[src/rtl/gpibTalkPkg.sv]
package gpibTalkPkg;

  typedef enum logic [2:0] {
    ST_WAIT,
    ST_SETTLE,
    ST_DRIVE,
    ST_DONE,
    ST_REARM
  } talkState_t;

  // strobes from the handshake control to the byte datapath
  typedef struct packed {
    logic restart;
    logic advance;
    logic settleClr;
    logic settleInc;
  } seqStrobe_t;

endpackage

[src/rtl/gpibTalkDatapath.sv]
module gpibTalkDatapath
  import gpibTalkPkg::*;
#(
  parameter int DATA_WIDTH    = 24,
  parameter int SETTLE_CYCLES = 2
) (
  input  logic                                clk,
  input  logic                                rstN,
  input  seqStrobe_t                          stb,
  input  logic [$clog2(DATA_WIDTH/8+1)-1:0]   byteCount,
  input  logic                                reverseOrder,
  input  logic [DATA_WIDTH-1:0]               camacData,
  input  logic                                xResp,
  input  logic                                qResp,
  output logic [7:0]                          busData,
  output logic                                lastData,
  output logic                                isStatus,
  output logic                                settleDone
);

  localparam int NUM_LANES = DATA_WIDTH / 8;
  localparam int CNT_W     = $clog2(NUM_LANES + 1);
  localparam int SET_W     = (SETTLE_CYCLES < 2) ? 1 : $clog2(SETTLE_CYCLES + 1);

  logic [CNT_W-1:0] idx;
  logic [CNT_W-1:0] nBytes;
  logic [CNT_W-1:0] pos;
  logic [SET_W-1:0] settleCnt;
  logic [7:0]       lane [NUM_LANES];
  logic [7:0]       dataByte;

  genvar g;
  generate
    for (g = 0; g < NUM_LANES; g++) begin : gLane
      assign lane[g] = camacData[g*8 +: 8];
    end
  endgenerate

  always_comb begin
    if (byteCount == '0)
      nBytes = CNT_W'(1);
    else if (int'(byteCount) > NUM_LANES)
      nBytes = CNT_W'(NUM_LANES);
    else
      nBytes = byteCount;
  end

  assign lastData = (idx == nBytes - CNT_W'(1));
  assign isStatus = (idx == nBytes);
  assign pos      = reverseOrder ? (nBytes - CNT_W'(1) - idx) : idx;

  always_comb begin
    dataByte = '0;
    for (int k = 0; k < NUM_LANES; k++)
      if (pos == CNT_W'(k)) dataByte = lane[k];
  end

  assign busData = isStatus ? {6'b0, qResp, xResp} : dataByte;

  always_ff @(posedge clk) begin
    if (!rstN)               idx <= '0;
    else if (stb.restart)    idx <= '0;
    else if (stb.advance)    idx <= idx + CNT_W'(1);
  end

  always_ff @(posedge clk) begin
    if (!rstN)               settleCnt <= '0;
    else if (stb.settleClr)  settleCnt <= '0;
    else if (stb.settleInc)  settleCnt <= settleCnt + SET_W'(1);
  end

  assign settleDone = (settleCnt == SET_W'(SETTLE_CYCLES - 1));

  AST_IDX_RANGE: assert property (@(posedge clk) disable iff (!rstN)
    idx <= nBytes);

  AST_RESTART_ZERO: assert property (@(posedge clk) disable iff (!rstN)
    stb.restart |=> idx == '0);

endmodule

[src/rtl/gpibTalkControl.sv]
module gpibTalkControl
  import gpibTalkPkg::*;
(
  input  logic       clk,
  input  logic       rstN,
  input  logic       talkEn,
  input  logic       atn,
  input  logic       rfd,
  input  logic       dac,
  input  logic       dataLatched,
  input  logic       blockMode,
  input  logic       lastData,
  input  logic       isStatus,
  input  logic       settleDone,
  output seqStrobe_t stb,
  output logic       dav,
  output logic       eoi,
  output logic       cycleReq
);

  talkState_t state, nextState;
  logic active;
  logic ready;
  logic reqPulse;

  assign active = talkEn && !atn;
  assign ready  = active && rfd && !dac && dataLatched;

  always_comb begin
    nextState = state;
    stb       = '0;
    reqPulse  = 1'b0;
    if (!active) begin
      nextState   = ST_WAIT;
      stb.restart = 1'b1;
    end else begin
      unique case (state)
        ST_WAIT: begin
          if (ready) begin
            stb.settleClr = 1'b1;
            nextState     = ST_SETTLE;
          end
        end
        ST_SETTLE: begin
          if (!ready)          nextState     = ST_WAIT;
          else if (settleDone) nextState     = ST_DRIVE;
          else                 stb.settleInc = 1'b1;
        end
        ST_DRIVE: begin
          if (dac) begin
            if (isStatus) begin
              nextState = ST_DONE;
            end else if (blockMode && lastData) begin
              stb.restart = 1'b1;
              reqPulse    = 1'b1;
              nextState   = ST_REARM;
            end else begin
              stb.advance = 1'b1;
              nextState   = ST_WAIT;
            end
          end
        end
        ST_DONE:  nextState = ST_DONE;
        ST_REARM: if (!dataLatched) nextState = ST_WAIT;
        default:  nextState = ST_WAIT;
      endcase
    end
  end

  always_ff @(posedge clk) begin
    if (!rstN) begin
      state    <= ST_WAIT;
      cycleReq <= 1'b0;
    end else begin
      state    <= nextState;
      cycleReq <= reqPulse;
    end
  end

  assign dav = (state == ST_DRIVE);
  assign eoi = dav && isStatus;

  AST_DAV_SETTLED: assert property (@(posedge clk) disable iff (!rstN)
    $rose(dav) |-> $past(settleDone) && $past(ready));

  AST_DAV_NEEDS_TALK: assert property (@(posedge clk) disable iff (!rstN)
    dav |-> $past(active));

  AST_DAC_RELEASE: assert property (@(posedge clk) disable iff (!rstN)
    dav && dac && active |=> !dav);

  AST_ABORT_DROPS_DAV: assert property (@(posedge clk) disable iff (!rstN)
    !active |=> !dav);

  AST_REQ_SINGLE: assert property (@(posedge clk) disable iff (!rstN)
    cycleReq |=> !cycleReq);

  AST_REQ_IN_BLOCK: assert property (@(posedge clk) disable iff (!rstN)
    cycleReq |-> $past(blockMode) && $past(dac));

  AST_EOI_NOT_BLOCK: assert property (@(posedge clk) disable iff (!rstN)
    eoi |-> !blockMode);

endmodule

[src/rtl/gpibTalkSource.sv]
module gpibTalkSource
  import gpibTalkPkg::*;
#(
  parameter int DATA_WIDTH    = 24,
  parameter int SETTLE_CYCLES = 2
) (
  input  logic                              clk,
  input  logic                              rstN,
  input  logic                              talkEn,
  input  logic                              atn,
  input  logic                              rfd,
  input  logic                              dac,
  input  logic                              dataLatched,
  input  logic                              blockMode,
  input  logic [$clog2(DATA_WIDTH/8+1)-1:0] byteCount,
  input  logic                              reverseOrder,
  input  logic [DATA_WIDTH-1:0]             camacData,
  input  logic                              xResp,
  input  logic                              qResp,
  output logic [7:0]                        busData,
  output logic                              dav,
  output logic                              eoi,
  output logic                              busDrive,
  output logic                              acceptorEn,
  output logic                              sourceEn,
  output logic                              cycleReq
);

  seqStrobe_t stb;
  logic lastData;
  logic isStatus;
  logic settleDone;

  assign busDrive   = talkEn;
  assign sourceEn   = talkEn;
  assign acceptorEn = !talkEn;

  gpibTalkControl u_control (
    .clk         (clk),
    .rstN        (rstN),
    .talkEn      (talkEn),
    .atn         (atn),
    .rfd         (rfd),
    .dac         (dac),
    .dataLatched (dataLatched),
    .blockMode   (blockMode),
    .lastData    (lastData),
    .isStatus    (isStatus),
    .settleDone  (settleDone),
    .stb         (stb),
    .dav         (dav),
    .eoi         (eoi),
    .cycleReq    (cycleReq)
  );

  gpibTalkDatapath #(
    .DATA_WIDTH    (DATA_WIDTH),
    .SETTLE_CYCLES (SETTLE_CYCLES)
  ) u_datapath (
    .clk          (clk),
    .rstN         (rstN),
    .stb          (stb),
    .byteCount    (byteCount),
    .reverseOrder (reverseOrder),
    .camacData    (camacData),
    .xResp        (xResp),
    .qResp        (qResp),
    .busData      (busData),
    .lastData     (lastData),
    .isStatus     (isStatus),
    .settleDone   (settleDone)
  );

  AST_DIRECTION: assert property (@(posedge clk) disable iff (!rstN)
    busDrive != acceptorEn);

endmodule

[config.mk]
export PLATFORM = sky130hd
export DESIGN_NAME = gpibTalkSource
export DESIGN_NICKNAME = d
export VERILOG_FILES = /design/src/rtl/gpibTalkPkg.sv /design/src/rtl/gpibTalkDatapath.sv /design/src/rtl/gpibTalkControl.sv /design/src/rtl/gpibTalkSource.sv
export SDC_FILE = /design/constraint.sdc
export NUM_CORES = 1
export LEC_CHECK = 0
export BUFFER_PORTS_ARGS = -buffer_cell sky130_fd_sc_hd__buf_2
export CORE_AREA = 2 2 43 55
export CTS_CLUSTER_DIAMETER = 120
export DETAILED_ROUTE_END_ITERATION = 10
export DIE_AREA = 0 0 45 57
export GPL_TIMING_DRIVEN = 0
export PLACE_DENSITY = 0.78
export SYNTH_ARGS = -nofsm -noshare
export SYNTH_HDL_FRONTEND = slang
export SYNTH_SLANG_ARGS = --single-unit
[constraint.sdc]
create_clock -name clk -period 1.82 [get_ports clk]
set_input_delay 0.091 -clock clk [delete_from_list [all_inputs] [get_ports clk]]
set_output_delay 0.091 -clock clk [all_outputs]
set_load 0.01 [all_outputs]
==> flow_summary.yaml, run 1 <==
status:
  status: "complete, but fails checks"
  violations: "negative setup slack"
routing:
  num_vias: 1099
  drt_pass1_iterations: 5
  drc: 0
  final_antenna_net_count: 0
  routed_via_density: 5.66
  drt_iter0_markers: 12
  wl_per_cell_um: 13.4
  wirelength_um: 2610
final_layout:
  diodes: 0
  areaGrowthSynthToFinish_pct: 52.1
  fin_area_mm2: 0.00131
  nets: 214
  drive_gt1_frac: 0.503
worst_setup_path:
  path_max_fanout: 6
  start_kind: "flip-flop"
  crit_required_ns: 1.73
  cpPeakStageDelay_ns: 0.35
  path_cells: "ha_4 -> nand2b_4 -> mux2i_4 -> buf_12 -> xor2_4 -> nand3_1 -> a21oi_2 -> buf_2"
  end_kind: "output pin"
  path_buf_inv: 2
  critical-path-top-delay-family: "flip-flops"
  critPathSlowestCell: "dfxtp_4"
  critical_path_arrival_ns: 1.84
  r2r_cells: 4
  critPathKind: "reg -> out"
  cp.depth: 8
global_routing:
  overflow: 0
  grt_use_total: 0.219
  antenna_found_initial: 0
  grt_pass1_wl_um: 4380
  first_global_vias: 1070
  grt_max_degree: 11
place:
  io_buffers: 50
  dp_worst_setup_slack_ns: -0.153
  placed_area_mm2: 0.00114
  gp_congestion: 0.717
  hpwl_um: 1990
clocking:
  cts_buffer_depth: 2
  clock_latency_ns: 0.26
  cts_root_buf: "clkbuf_4"
  clock_sinks: 8
  cts_buffers: 3
  path_clk_slew_ns: 0.06
  cts_tree: "built"
  hold_buffers: 0
  htreeDepth: 1
floorplanning:
  std_cell_rows: 19
  core_mm2: 0.00209
  fp.dieW_um: 45
  dieArea_mm2: 0.00257
  die_h_um: 57
  ioPinCount: 51
  initial_utilization: 0.411
timing:
  timing.final.ws_setup_ns: -0.107
  hold_viol_final: 0
  rsz0062_at_grt: "true"
  min_period_over_period: 1.06
  min_period_ns: 1.93
  slew_headroom: 0.496
  drv_slew: 0
  setup_viol_count_final: 8
  skew_ns: 0.000220
  tightest_slew_ns: 0.753
  max_freq_mhz: 519
  whs_ns: 0.129
job:
  maxCapViolations: 0
synthesis:
  synth_seq_cells: 8
  postSynth.asyncResetShare: 0
  synth_cells: 115
  yosys-top-cells-area: "dfxtp_1 19%, a21oi_1 9.9%, mux2_2 7.9%"
  synth_ff_type: "dfxtp_1"
  netlist.area_leader.share: 0.186
  ys_types: 38
  syn_nets: 154
  synth_area_um2: 860
  synth_area_per_cell_um2: 7.47
  synth-edff-count: 0
  yosysSeqAreaShare: 0.186
  synth_common_cells: "17 x a21oi_1, 17 x nand2_1, 8 x dfxtp_1, 8 x nand3_1, 7 x nor2_1"
  synth_area_leader_cell: "dfxtp_1"
  yosysWarnings: 0
power_and_ir_drop:
  peakVddDrop_uv: 403
  p_leak_nw: 0.576
  power.density_mw_per_mm2: 396
worst_hold_path:
  min_path_type: "in -> reg"
  holdPathStages: 3
worst paths after layout:
path / startpoint / to / slack (ns)
hold / removal: dataLatched / u_control.state[2] / 0.13
setup reg to reg: u_datapath.idx[1] / u_control.state[0] / 0.16
setup / recovery: u_datapath.idx[0] / busData[5] / -0.11
hold reg to reg: u_datapath.settleCnt[1] / u_datapath.settleCnt[1] / 0.50
logic make-up (layout without fill, tap and decap cells):
family          Yosys count  after routing  share of synthesized area
mux                       7              7                      0.105
buf+inv                   6             64                     0.0364
fa+ha+maj                 2              2                     0.0291
flops                     8              8                      0.186
xor+xnor                  3              3                     0.0480
compound gates           33             33                      0.249
simple gates             56             56                      0.346
placed cells by master (no fill, tap or decap), types with 2 or more instances in the layout:
cell type / n
nand3_1: 6
buf_4: 6
nand3b_1: 2
buf_2: 50
nor4_1: 3
nand2b_1: 4
nor2_1: 7
a311oi_2: 2
a21oi_2: 2
clkbuf_4: 4
a21oi_1: 15
o211a_1: 2
nor2b_1: 3
nand2_1: 17
inv_1: 2
o21ai_0: 2
nand3_2: 2
a211oi_1: 2
dfxtp_1: 7
and2_1: 3
o22ai_1: 2
mux2_2: 6
worst min-delay path, stage by stage:
cell	delay, ns
buf_2	0.10
nand3b_1	0.07
a211oi_1	0.07
routing by layer:
layer / part of all wire / vias to the layer above / GRT usage
li1: - / 542 / -
met1: 0.35 / 514 / 0.238
met2: 0.57 / 41 / 0.437
met3: 0.067 / 2 / 0.00949
met4: 0.0069 / 0 / 0.0504
met5: 0 / - / 0
area by class of cell:
type | instances | area (um^2)
fillers | 198 | 785
flip-flops and latches | 8 | 164
plain buffers | 3 | 22.5
repair buffers | 56 | 312
multi-input cells | 101 | 753
clock buffers | 3 | 22.5
inverters | 2 | 7.51
well taps | 21 | 26.3
report_power, final:
| group | switching (mW) | leakage (nW) | total, mW | internal, mW |
|---|---|---|---|---|
| combinational | 0.0982 | 0.497 | 0.204 | 0.105 |
| clock | 0.0645 | 0.0138 | 0.140 | 0.0758 |
| sequential | 0.000109 | 0.0652 | 0.174 | 0.174 |
timing repair:
| item | 4_1_cts | 5_1_grt |
|---|---|---|
| endpoints found under the setup margin | 9 | 9 |
| setup buffers | 6 | 0 |
| gates resized for setup | 14 | 3 |
| endpoints found under the hold margin | 0 | 0 |
| pin swaps | 18 | 2 |
flip-flops by register name, indices dropped and copies added, names as in the netlist:
| register | flops |
|---|---|
| u_datapath.settleCnt | 2 |
| u_datapath.idx | 2 |
| u_control.cycleReq | 1 |
| u_control.state | 3 |
per-stage QoR:
| step | utilization | setup TNS, ns | instances | power, mW |
|---|---|---|---|---|
| after detailed placement | 0.543 | -1.04 | 186 | 0.352 |
| after global routing | 0.625 | -1.46 | 194 | 0.544 |
| after CTS | 0.622 | -0.646 | 195 | 0.518 |
| final | 0.625 | -0.719 | 194 | 0.518 |
| after floorplan | - | 0 | 115 | 0.273 |
| after global placement | 0.543 | -0.756 | 186 | 0.346 |
Note: power is estimated with default switching activity, not from simulation.
==> run 2, diff against run 1 <==
CORE_AREA = 2 2 57 43   (was 2 2 43 55)
DIE_AREA = 0 0 59 45   (was 0 0 45 57)
PLACE_DENSITY = default   (was 0.78)
PLACE_DENSITY_LB_ADDON = 0.25   (was default)
==> flow_summary.yaml, run 2 (synthesis results as in run 1) <==
timing:
  tightest_slew_ns: 0.717
  setup_viol_count_final: 8
  min_period_ns: 1.97
  skew_ns: 0.000282
  hold_viol_final: 0
  rsz0062_at_grt: "true"
  min_period_over_period: 1.08
  max_freq_mhz: 508
  drv_slew: 0
  timing.final.ws_setup_ns: -0.148
  whs_ns: 0.129
  slew_headroom: 0.520
routing:
  final_antenna_net_count: 0
  drt_pass1_iterations: 4
  drc: 0
  routed_via_density: 5.41
  num_vias: 1066
  drt_iter0_markers: 51
  wl_per_cell_um: 12.9
  wirelength_um: 2540
job:
  maxCapViolations: 0
place:
  hpwl_um: 1940
  gp_congestion: 0.760
  dp_worst_setup_slack_ns: -0.177
  io_buffers: 50
final_layout:
  regMostFlops: "u_control.state"
  final_util: 0.628
  layout_commonest_cell: "buf_2"
  largest_reg_flops: 3
  fillCellCount: 180
  mostFrequentLayoutCells: "51 x buf_2, 17 x nand2_1, 15 x a21oi_1, 7 x nor2_1, 7 x dfxtp_1"
  areaGrowthSynthToFinish_pct: 51.1
  reg.largest.list: "u_control.state x3, u_datapath.idx x2, u_datapath.settleCnt x2"
  diodes: 0
  drive_gt1_frac: 0.491
  nets: 214
power_and_ir_drop:
  peakVddDrop_uv: 231
  power.density_mw_per_mm2: 395
  p_leak_nw: 0.576
worst_setup_path:
  start_kind: "flip-flop"
  critical_path_arrival_ns: 1.88
  end_kind: "output pin"
  startpoint: "u_datapath.idx[0]"
  critPathKind: "reg -> out"
  path_max_fanout: 8
  critPathSlowestCell: "dfxtp_4"
  cpPeakStageDelay_ns: 0.35
  crit_required_ns: 1.73
  path_cells: "ha_4 -> nand2b_4 -> mux2i_4 -> buf_6 -> xnor2_4 -> a311oi_1 -> a21oi_1 -> buf_2"
  r2r_start: "u_datapath.idx[0]"
clocking:
  cts_root_buf: "clkbuf_4"
  clock_latency_ns: 0.26
  hold_buffers: 0
  clock_sinks: 8
  htreeDepth: 1
  path_clk_slew_ns: 0.05
  cts_buffers: 3
  cts_tree: "built"
  cts_buffer_depth: 2
global_routing:
  grt_use_total: 0.209
  grt_pass1_wl_um: 4240
  grt_max_degree: 11
  antenna_found_initial: 0
  first_global_vias: 1001
  overflow: 0
status:
  violations: "negative setup slack"
  status: "complete, but fails checks"
worst_hold_path:
  worstHoldStart: "rstN"
  min_path_type: "in -> reg"
floorplanning:
  dieArea_mm2: 0.00266
  fp.dieW_um: 59
  ioPinCount: 51
  core_mm2: 0.00207
  std_cell_rows: 14
  initial_utilization: 0.416
  die_h_um: 45
run 2: worst paths after layout:
| check | slack [ns] | cells past startpoint | end |
|---|---|---|---|
| max | -0.15 | 8 | busData[0] |
| min | 0.13 | 3 | u_datapath.settleCnt[0] |
| max reg2reg | 0.23 | 5 | u_datapath.idx[1] |
| min reg2reg | 0.49 | 2 | u_datapath.settleCnt[1] |
run 2: where the power goes:
| group | internal [mW] | switching, mW |
|---|---|---|
| sequential | 0.174 | 0.000117 |
| combinational | 0.104 | 0.0967 |
| clock | 0.0757 | 0.0633 |
run 2: through the flow:
step,setup TNS (ns),power [mW],area (um^2),instances
floorplan,0,0.273,860,115
global placement,-0.783,0.346,1140,189
detailed placement,-1.07,0.351,1140,189
CTS,-0.761,0.512,1290,198
global route,-1.77,0.542,1300,197
finish,-0.987,0.513,1300,197
run 2: area by class of cell:
cell class                      instances  area (um^2)  share of cell area
Buffer                                  3         20.0              0.0154
Clock buffer                            3         22.5              0.0173
Inverter                                2         7.51             0.00578
Multi-Input combinational cell        101          739               0.569
Sequential cell                         8          164               0.126
Tap cell                               24         30.0              0.0231
Timing Repair Buffer                   56          315               0.243
run 2: worst max-delay path, delay by kind of cell (launching register included):
family	cells	cell delay, ns
AO/OA/AOI/OAI	2	0.37
flip-flops	1	0.35
buffers and inverters	2	0.29
multiplexers	1	0.20
adder cells (fa/ha/maj)	1	0.15
AND/OR/NAND/NOR	1	0.14
XOR/XNOR	1	0.12
run 2: repair_timing:
item,in CTS,in global routing
setup endpoints to repair,9,9
buffers inserted,6,0
pin swaps,17,2
gates resized for setup,13,2
run 2: routing by layer:
layer  part of all wire  wire, um  global-route usage  vias to the layer above
li1                   -         -                   -                      536
met1               0.45      1140               0.284                      481
met2               0.48      1220               0.347                       47
met3              0.072       182              0.0458                        2
met4             0.0016         4              0.0409                        0
met5                  0         0                   0                        -
